==> src/rtl/imgseq_pkg.sv <==
package imgseq_pkg;

    localparam int WORD_W = 32;

    typedef enum logic [4:0] {
        S_IDLE,
        S_HDR_RD,  S_HDR_LD,
        S_BLK_RD,  S_BLK_LD,
        S_BEND_RD, S_BEND_LD,
        S_NSEQ_RD, S_NSEQ_LD,
        S_SEQ_RD,  S_SEQ_LD,
        S_SEND_RD, S_SEND_LD,
        S_REG_RD,  S_REG_LD,
        S_VAL_RD,  S_VAL_LD,
        S_MSK_RD,  S_MSK_LD,
        S_BUS_RD,  S_BUS_WR,
        S_STEP_WORD, S_STEP_SEQ, S_STEP_BLK
    } seq_state_e;

endpackage

==> src/rtl/imgseq_merge.sv <==
module imgseq_merge #(
    parameter int W = 32
) (
    input  logic [W-1:0] cur,
    input  logic [W-1:0] val,
    input  logic [W-1:0] msk,
    output logic [W-1:0] merged
);
    // Masked bits take the stimulus value, the others keep their state.
    assign merged = (~msk & cur) | (msk & val);
endmodule

==> src/rtl/imgseq_cmp.sv <==
module imgseq_cmp #(
    parameter int W = 32
) (
    input  logic [W-1:0] rd,
    input  logic [W-1:0] expect_w,
    input  logic [W-1:0] msk,
    output logic [W-1:0] mism
);
    assign mism = msk & (rd ^ expect_w);
endmodule

==> src/rtl/imgseq_faillatch.sv <==
module imgseq_faillatch #(
    parameter int AW = 16,
    parameter int W  = 32
) (
    input  logic          clk,
    input  logic          rst_n,
    input  logic          clear,
    input  logic          check,
    input  logic [AW-1:0] addr,
    input  logic [W-1:0]  mism,
    output logic          fail,
    output logic [AW-1:0] fail_addr,
    output logic [W-1:0]  fail_vec
);
    always_ff @(posedge clk or negedge rst_n) begin
        if (!rst_n) begin
            fail      <= 1'b0;
            fail_addr <= '0;
            fail_vec  <= '0;
        end else if (clear) begin
            fail      <= 1'b0;
            fail_addr <= '0;
            fail_vec  <= '0;
        end else if (check && (|mism) && !fail) begin
            fail      <= 1'b1;
            fail_addr <= addr;
            fail_vec  <= mism;
        end
    end
endmodule

==> src/rtl/imgseq_engine.sv <==
module imgseq_engine
    import imgseq_pkg::*;
#(
    parameter int IMG_AW   = 10,
    parameter int REG_AW   = 16,
    parameter int CNT_W    = 8,
    parameter int IN_BASE  = 0,
    parameter int OUT_BASE = 128
) (
    input  logic                clk,
    input  logic                rst_n,
    input  logic                start,
    output logic                img_rd,
    output logic [IMG_AW-1:0]   img_addr,
    input  logic [WORD_W-1:0]   img_data,
    output logic                bus_req,
    output logic                bus_we,
    output logic [REG_AW-1:0]   bus_addr,
    output logic [WORD_W-1:0]   bus_wdata,
    input  logic [WORD_W-1:0]   bus_rdata,
    input  logic                bus_ready,
    output logic                busy,
    output logic                done,
    output logic                fail,
    output logic [REG_AW-1:0]   fail_addr,
    output logic [WORD_W-1:0]   fail_vec
);
    localparam logic [IMG_AW-1:0] IN_B  = IMG_AW'(IN_BASE);
    localparam logic [IMG_AW-1:0] OUT_B = IMG_AW'(OUT_BASE);
    localparam int FIELD_MAX = (REG_AW > IMG_AW) ?
                               ((REG_AW > CNT_W) ? REG_AW : CNT_W) :
                               ((IMG_AW > CNT_W) ? IMG_AW : CNT_W);

    seq_state_e state, nxt;

    logic                phase_out;
    logic [CNT_W-1:0]    nblk, bidx, nseq, sidx;
    logic [IMG_AW-1:0]   blk_ptr, blk_end, seq_ptr, seq_end, len, widx;
    logic [REG_AW-1:0]   reg_base;
    logic [WORD_W-1:0]   val_q, msk_q, cur_q;

    logic [CNT_W-1:0]    bidx_nx, sidx_nx;
    logic [IMG_AW-1:0]   widx_nx, span, len_calc, part_base;
    logic                last_seq, finish, accept, chk_now;
    logic [WORD_W-1:0]   merged, mism;
    logic                span_unused_lsb, img_unused_hi;

    assign bidx_nx   = bidx + 1'b1;
    assign sidx_nx   = sidx + 1'b1;
    assign widx_nx   = widx + 1'b1;
    assign last_seq  = (sidx_nx == nseq);
    assign span      = seq_end - seq_ptr - 1'b1;
    assign len_calc  = {1'b0, span[IMG_AW-1:1]};
    assign span_unused_lsb = span[0];
    assign img_unused_hi   = ^img_data[WORD_W-1:FIELD_MAX];
    assign part_base = phase_out ? OUT_B : IN_B;
    assign accept    = (state == S_IDLE) && start;
    assign finish    = ((state == S_HDR_LD) && (img_data[CNT_W-1:0] == '0)) ||
                       ((state == S_STEP_BLK) && phase_out && (bidx_nx == nblk));
    assign chk_now   = (state == S_BUS_RD) && bus_ready && phase_out;
    assign busy      = (state != S_IDLE);

    // State register
    always_ff @(posedge clk or negedge rst_n) begin
        if (!rst_n) state <= S_IDLE;
        else        state <= nxt;
    end

    // Next-state logic
    always_comb begin
        nxt = state;
        unique case (state)
            S_IDLE:      if (start) nxt = S_HDR_RD;
            S_HDR_RD:    nxt = S_HDR_LD;
            S_HDR_LD:    nxt = (img_data[CNT_W-1:0] == '0) ? S_IDLE : S_BLK_RD;
            S_BLK_RD:    nxt = S_BLK_LD;
            S_BLK_LD:    nxt = S_BEND_RD;
            S_BEND_RD:   nxt = S_BEND_LD;
            S_BEND_LD:   nxt = S_NSEQ_RD;
            S_NSEQ_RD:   nxt = S_NSEQ_LD;
            S_NSEQ_LD:   nxt = (img_data[CNT_W-1:0] == '0) ? S_STEP_BLK : S_SEQ_RD;
            S_SEQ_RD:    nxt = S_SEQ_LD;
            S_SEQ_LD:    nxt = S_SEND_RD;
            S_SEND_RD:   nxt = S_SEND_LD;
            S_SEND_LD:   nxt = S_REG_RD;
            S_REG_RD:    nxt = S_REG_LD;
            S_REG_LD:    nxt = (len_calc == '0) ? S_STEP_SEQ : S_VAL_RD;
            S_VAL_RD:    nxt = S_VAL_LD;
            S_VAL_LD:    nxt = S_MSK_RD;
            S_MSK_RD:    nxt = S_MSK_LD;
            S_MSK_LD:    nxt = S_BUS_RD;
            S_BUS_RD:    if (bus_ready) nxt = phase_out ? S_STEP_WORD : S_BUS_WR;
            S_BUS_WR:    if (bus_ready) nxt = S_STEP_WORD;
            S_STEP_WORD: nxt = (widx_nx == len) ? S_STEP_SEQ : S_VAL_RD;
            S_STEP_SEQ:  nxt = last_seq ? S_STEP_BLK : S_SEQ_RD;
            S_STEP_BLK:  nxt = finish ? S_IDLE : S_BLK_RD;
            default:     nxt = S_IDLE;
        endcase
    end

    // Output logic
    always_comb begin
        img_rd   = 1'b0;
        img_addr = '0;
        bus_req  = 1'b0;
        bus_we   = 1'b0;
        unique case (state)
            S_HDR_RD:  begin img_rd = 1'b1; img_addr = IN_B; end
            S_BLK_RD:  begin img_rd = 1'b1; img_addr = part_base + IMG_AW'(bidx) + 1'b1; end
            S_BEND_RD: begin img_rd = 1'b1; img_addr = part_base + IMG_AW'(bidx) + 2'd2; end
            S_NSEQ_RD: begin img_rd = 1'b1; img_addr = blk_ptr; end
            S_SEQ_RD:  begin img_rd = 1'b1; img_addr = blk_ptr + IMG_AW'(sidx) + 1'b1; end
            S_SEND_RD: begin img_rd = !last_seq; img_addr = blk_ptr + IMG_AW'(sidx) + 2'd2; end
            S_REG_RD:  begin img_rd = 1'b1; img_addr = seq_ptr; end
            S_VAL_RD:  begin img_rd = 1'b1; img_addr = seq_ptr + widx + 1'b1; end
            S_MSK_RD:  begin img_rd = 1'b1; img_addr = seq_ptr + len + widx + 1'b1; end
            S_BUS_RD:  bus_req = 1'b1;
            S_BUS_WR:  begin bus_req = 1'b1; bus_we = 1'b1; end
            default:   ;
        endcase
    end

    assign bus_addr  = reg_base + REG_AW'(widx);
    assign bus_wdata = (state == S_BUS_WR) ? merged : '0;

    // Walk registers
    always_ff @(posedge clk or negedge rst_n) begin
        if (!rst_n) begin
            phase_out <= 1'b0;
            nblk <= '0; bidx <= '0; nseq <= '0; sidx <= '0;
            blk_ptr <= '0; blk_end <= '0; seq_ptr <= '0; seq_end <= '0;
            len <= '0; widx <= '0; reg_base <= '0;
            val_q <= '0; msk_q <= '0; cur_q <= '0;
            done <= 1'b0;
        end else begin
            if (accept) begin
                phase_out <= 1'b0;
                bidx      <= '0;
                done      <= 1'b0;
            end
            if (finish) done <= 1'b1;
            unique case (state)
                S_HDR_LD:    nblk    <= img_data[CNT_W-1:0];
                S_BLK_LD:    blk_ptr <= img_data[IMG_AW-1:0];
                S_BEND_LD:   blk_end <= img_data[IMG_AW-1:0];
                S_NSEQ_LD:   begin nseq <= img_data[CNT_W-1:0]; sidx <= '0; end
                S_SEQ_LD:    seq_ptr <= img_data[IMG_AW-1:0];
                S_SEND_LD:   seq_end <= last_seq ? blk_end : img_data[IMG_AW-1:0];
                S_REG_LD:    begin reg_base <= img_data[REG_AW-1:0]; len <= len_calc; widx <= '0; end
                S_VAL_LD:    val_q <= img_data;
                S_MSK_LD:    msk_q <= img_data;
                S_BUS_RD:    if (bus_ready) cur_q <= bus_rdata;
                S_STEP_WORD: widx <= widx_nx;
                S_STEP_SEQ:  sidx <= sidx_nx;
                S_STEP_BLK:  begin
                    phase_out <= !phase_out;
                    if (phase_out) bidx <= bidx_nx;
                end
                default: ;
            endcase
        end
    end

    imgseq_merge #(.W(WORD_W)) u_merge (
        .cur(cur_q), .val(val_q), .msk(msk_q), .merged(merged)
    );

    imgseq_cmp #(.W(WORD_W)) u_cmp (
        .rd(bus_rdata), .expect_w(val_q), .msk(msk_q), .mism(mism)
    );

    imgseq_faillatch #(.AW(REG_AW), .W(WORD_W)) u_fail (
        .clk(clk), .rst_n(rst_n), .clear(accept), .check(chk_now),
        .addr(bus_addr), .mism(mism),
        .fail(fail), .fail_addr(fail_addr), .fail_vec(fail_vec)
    );
endmodule

==> config.mk <==
export PLATFORM = sky130hd
export DESIGN_NAME = imgseq_engine
export DESIGN_NICKNAME = d
export VERILOG_FILES = /design/src/rtl/imgseq_pkg.sv /design/src/rtl/imgseq_merge.sv /design/src/rtl/imgseq_cmp.sv /design/src/rtl/imgseq_faillatch.sv /design/src/rtl/imgseq_engine.sv
export SDC_FILE = /design/constraint.sdc
export NUM_CORES = 1
export LEC_CHECK = 0
export BUFFER_PORTS_ARGS = -buffer_cell sky130_fd_sc_hd__buf_4
export CAP_MARGIN = 15
export CORE_MARGIN = 3
export CORE_UTILIZATION = 58
export CTS_BUF_LIST = sky130_fd_sc_hd__clkbuf_8
export CTS_CLUSTER_DIAMETER = 150
export DETAILED_ROUTE_END_ITERATION = 8
export MAX_ROUTING_LAYER = met4
export PLACE_DENSITY = 0.8
export REMOVE_ABC_BUFFERS = 1
export SLEW_MARGIN = 20
export SYNTH_ARGS = -nofsm -noshare
export SYNTH_HDL_FRONTEND = slang
export SYNTH_SLANG_ARGS = --single-unit
==> constraint.sdc <==
create_clock -name clk -period 3.9 [get_ports clk]
set_input_delay 0 -clock clk [delete_from_list [all_inputs] [get_ports clk]]
set_output_delay 0 -clock clk [all_outputs]
set_load 0.1 [all_outputs]
==> impl_results.md <==
- Routability Congestion: 0.948
- # setup viols final: 0
- Combinational power share: 49.3%
- P_int: 7.79 mW
- Tightest hold margin: 0.0213 ns
- First-pass GRT wire length: 72.0 mm
- Initial antenna violation count: 0
- Starting density of the core: 59.7%
- Switching Fraction: 44.6%
- Clk pwr share: 17.5%
- DP Worst Slack: 0.341 ns
- Clk sinks: 259
- Total CTS buffers: 44
- Die W: 168 um
- Overall Global Routing Usage: 32.4%
- Peak VDD IR: 0.515 mV
- Die ar.: 0.0283 sq mm
- Synthesized flop and latch total: 259
- Syn avg cell area: 10.0 sq um
- Sequential share of the synthesized area: 42.5%
- CTS tree: built
- Final min period: 3.83 ns
- Critical Path Fanout Max: 5
- Primary FF master, synth: dfrtp_1
- RSZ-0062 raised after global routing: true
- FFs w/ async S/R, synth: 100%
- HPWL Detailed: 29.7 mm
- Total Wirelength: 44.4 mm
- Final Hold Violating Endpoints: 0
- Final Util: 74.0%
- Skew-Pair Late Insertion Delay: 0.57 ns
- Pin count of the biggest net entering global routing: 101
- Reg2Reg Depth: 8
- Layout cell share with drive strength beyond 1: 26.8%
- Worst Setup End Kind: output port
- Clk_skew: 0.0283 ns
- Number of global-route vias before repair: 13.4k
- Sequential share of power: 33.2%
- Ys Warns: 0
- Root Buffer: clkbuf_8
- Fin crit share: 98.1%
- Slew at the pin closest to its max-slew limit: 0.883 ns
- Most common cell after layout, fill and taps aside: dfrtp_1
- Total leakage power: 8.83 nW
- P_sw: 6.26 mW
- Nets: 1,917
- CP Launch Type: flip-flop
- Power Density: 744 mW/mm^2
- Row Count: 58
- Commonest non-fill, non-tap cells in the layout: dfrtp_1 (250), nand2_1 (226), buf_4 (217)
- R2R Setup Slk: 0.76 ns
- Reg2reg start: val_q[25]
- Floorplan core area: 0.0255 sq mm
- Max clock buf depth: 3
- Routed Antenna Nets: 0
- Unique masters post-synth: 75
- Type of the most critical hold path: primary input to asynchronous set/reset pin
- # port buffers: 179
- Htree depth: 2
- First-pass DRT Iterations: 6
- Via count: 12.8k
- Worst reg2reg path endpoint: u_fail.fail_addr[14]
- Critical path data required time: 3.90 ns
- Final worst slack: 0.0730 ns
- Pins Over Slew Limit: 0
- Cell area after synthesis: 0.0153 sq mm
- Iter 0 DRT Violations: 1,043
- Chip height: 168 um
- WS Path Type: flip-flop to output port
- GRT overflow: 0
- Max Cap Viol: 0
- Max_slew headroom: 41.1%
- Remaining DRCs: 0
- Area Growth Syn to Fin: 23.8%
- Worst path arrival time: 3.83 ns
- I/O pins: 180
- Wire length per cell: 20.7 um
- Run status: finished clean
- Post-synth EDFFs: 0
- ANT cells: 0
- Mapped Cells: 1,521
- Achievable frequency: 261 MHz
- DR vias/cell: 5.99
- Clock-pin slew on the worst setup and hold paths: 0.07 ns
-- through the flow --
stage	cell area, sq um	TNS [ns]	total power, mW	cells
global route	18900	-0.0827	14.9	2144
detailed placement	17000	0	11.0	1988
finish	18900	0	14.1	2144
global placement	17000	0	10.9	1988
CTS	18600	0	13.7	2131
floorplan	15000	-268.61	9.34	1452
-- per-layer routing --
| layer | global-route usage, % | wire length (um) |
|---|---|---|
| met5 | - | 0 |
| met4 | 11.1 | 1280 |
| met3 | 5.66 | 3080 |
| met2 | 53.4 | 21700 |
| met1 | 40.8 | 18300 |
-- cell families after synthesis --
logic type	after synthesis	synth area share, %
mux	229	16.2
buf+inv	105	2.63
flops	259	42.5
simple gates	503	15.3
fa+ha+maj	63	5.81
compound gates	228	9.87
xor+xnor	134	7.69
-- repair_timing --
action                     4_1_cts  5_1_grt
setup endpoints to repair        3        6
resized for setup               20       36
hold buffers                    67        0
pin swaps                        4       13
hold endpoints to repair       300        0
gates cloned                     0        0
setup buffers                    2       13
-- worst max-delay path by stage --
stage | from | to | slack (ns) | cells after the start
finish | widx[0] | img_addr[8] | 0.07 | 15
global placement | sidx[0] | img_addr[8] | 0.45 | 12
floorplan | state[1] | u_fail.fail_addr[12] | -5.73 | 5
CTS | seq_ptr[1] | img_addr[8] | 0.009 | 12
global route | widx[2] | img_addr[8] | -0.08 | 11
detailed placement | sidx[0] | img_addr[8] | 0.34 | 12
-- flip-flops by register name (all words and copies together) (netlist names), 5 cells and up --
| name | flops |
|---|---|
| bidx | 8 |
| nseq | 8 |
| seq_end | 10 |
| u_fail.fail_addr | 16 |
| val_q | 32 |
| sidx | 8 |
| seq_ptr | 10 |
| blk_end | 10 |
| widx | 10 |
| blk_ptr | 10 |
| len | 9 |
| u_fail.fail_vec | 32 |
| msk_q | 32 |
| state | 5 |
| nblk | 8 |
| cur_q | 32 |
| reg_base | 16 |
-- cells in the mapped netlist (4+ instances only) --
cell type	instances	area share, %
a31oi_1	4	0.16
nor3_1	28	0.92
fa_1	13	1.7
xnor2_1	56	3.2
nand4_1	15	0.62
o21a_1	8	0.39
a21o_1	8	0.39
nand2_1	228	5.6
inv_1	36	0.89
nand2b_1	13	0.53
nor2b_1	16	0.66
mux2i_1	82	5.4
or2_2	6	0.25
o31ai_1	8	0.39
mux2_2	147	11
and3_1	15	0.62
o22ai_1	6	0.25
a22oi_1	4	0.20
a211oi_1	5	0.25
nor3b_1	4	0.20
xor2_1	78	4.5
nor2_1	96	2.4
o21ai_0	80	2.6
or3_1	11	0.45
a2111oi_0	5	0.29
nand3b_1	5	0.25
buf_2	6	0.20
and2_1	6	0.25
a21oi_1	42	1.4
o2111ai_1	5	0.29
buf_1	13	0.32
o41ai_1	5	0.29
a222oi_1	5	0.33
dfrtp_1	259	42
ha_1	50	4.1
nor4_1	8	0.33
clkbuf_1	50	1.2
nand3_1	34	1.1
a22o_1	4	0.23
-- critical path: stages (launching register included) --
cell      delay [ns]
dfrtp_2         0.40
inv_1           0.07
ha_1            0.30
inv_1           0.05
ha_2            0.17
inv_2           0.06
fa_2            0.24
nor2b_4         0.05
o21ai_2         0.19
a21boi_2        0.10
o21a_1          0.21
o41ai_2         0.32
xor2_1          0.21
o221ai_1        0.15
or4_4           0.57
buf_12          0.18
-- layout make-up --
class	count	area, sq um
clock inverter	19	116
multi-input combinational	1157	8610
clock buffer	55	757
sequential	259	6490
timing repair buffer	288	2370
inverter	36	135
fill	1817	6650
tap	330	413
-- power by group through the flow --
| stage | clock [mW] | sequential, mW | combinational [mW] |
|---|---|---|---|
| 2_1_floorplan | 0 | 4.40 | 4.94 |
| 3_3_place_gp | 0 | 4.57 | 6.28 |
| 3_5_place_dp | 0 | 4.64 | 6.40 |
| 4_1_cts | 2.48 | 4.62 | 6.59 |
| 5_1_grt | 2.62 | 4.77 | 7.51 |
| 6_report | 2.45 | 4.67 | 6.93 |
(Power assumes the default switching activity.)
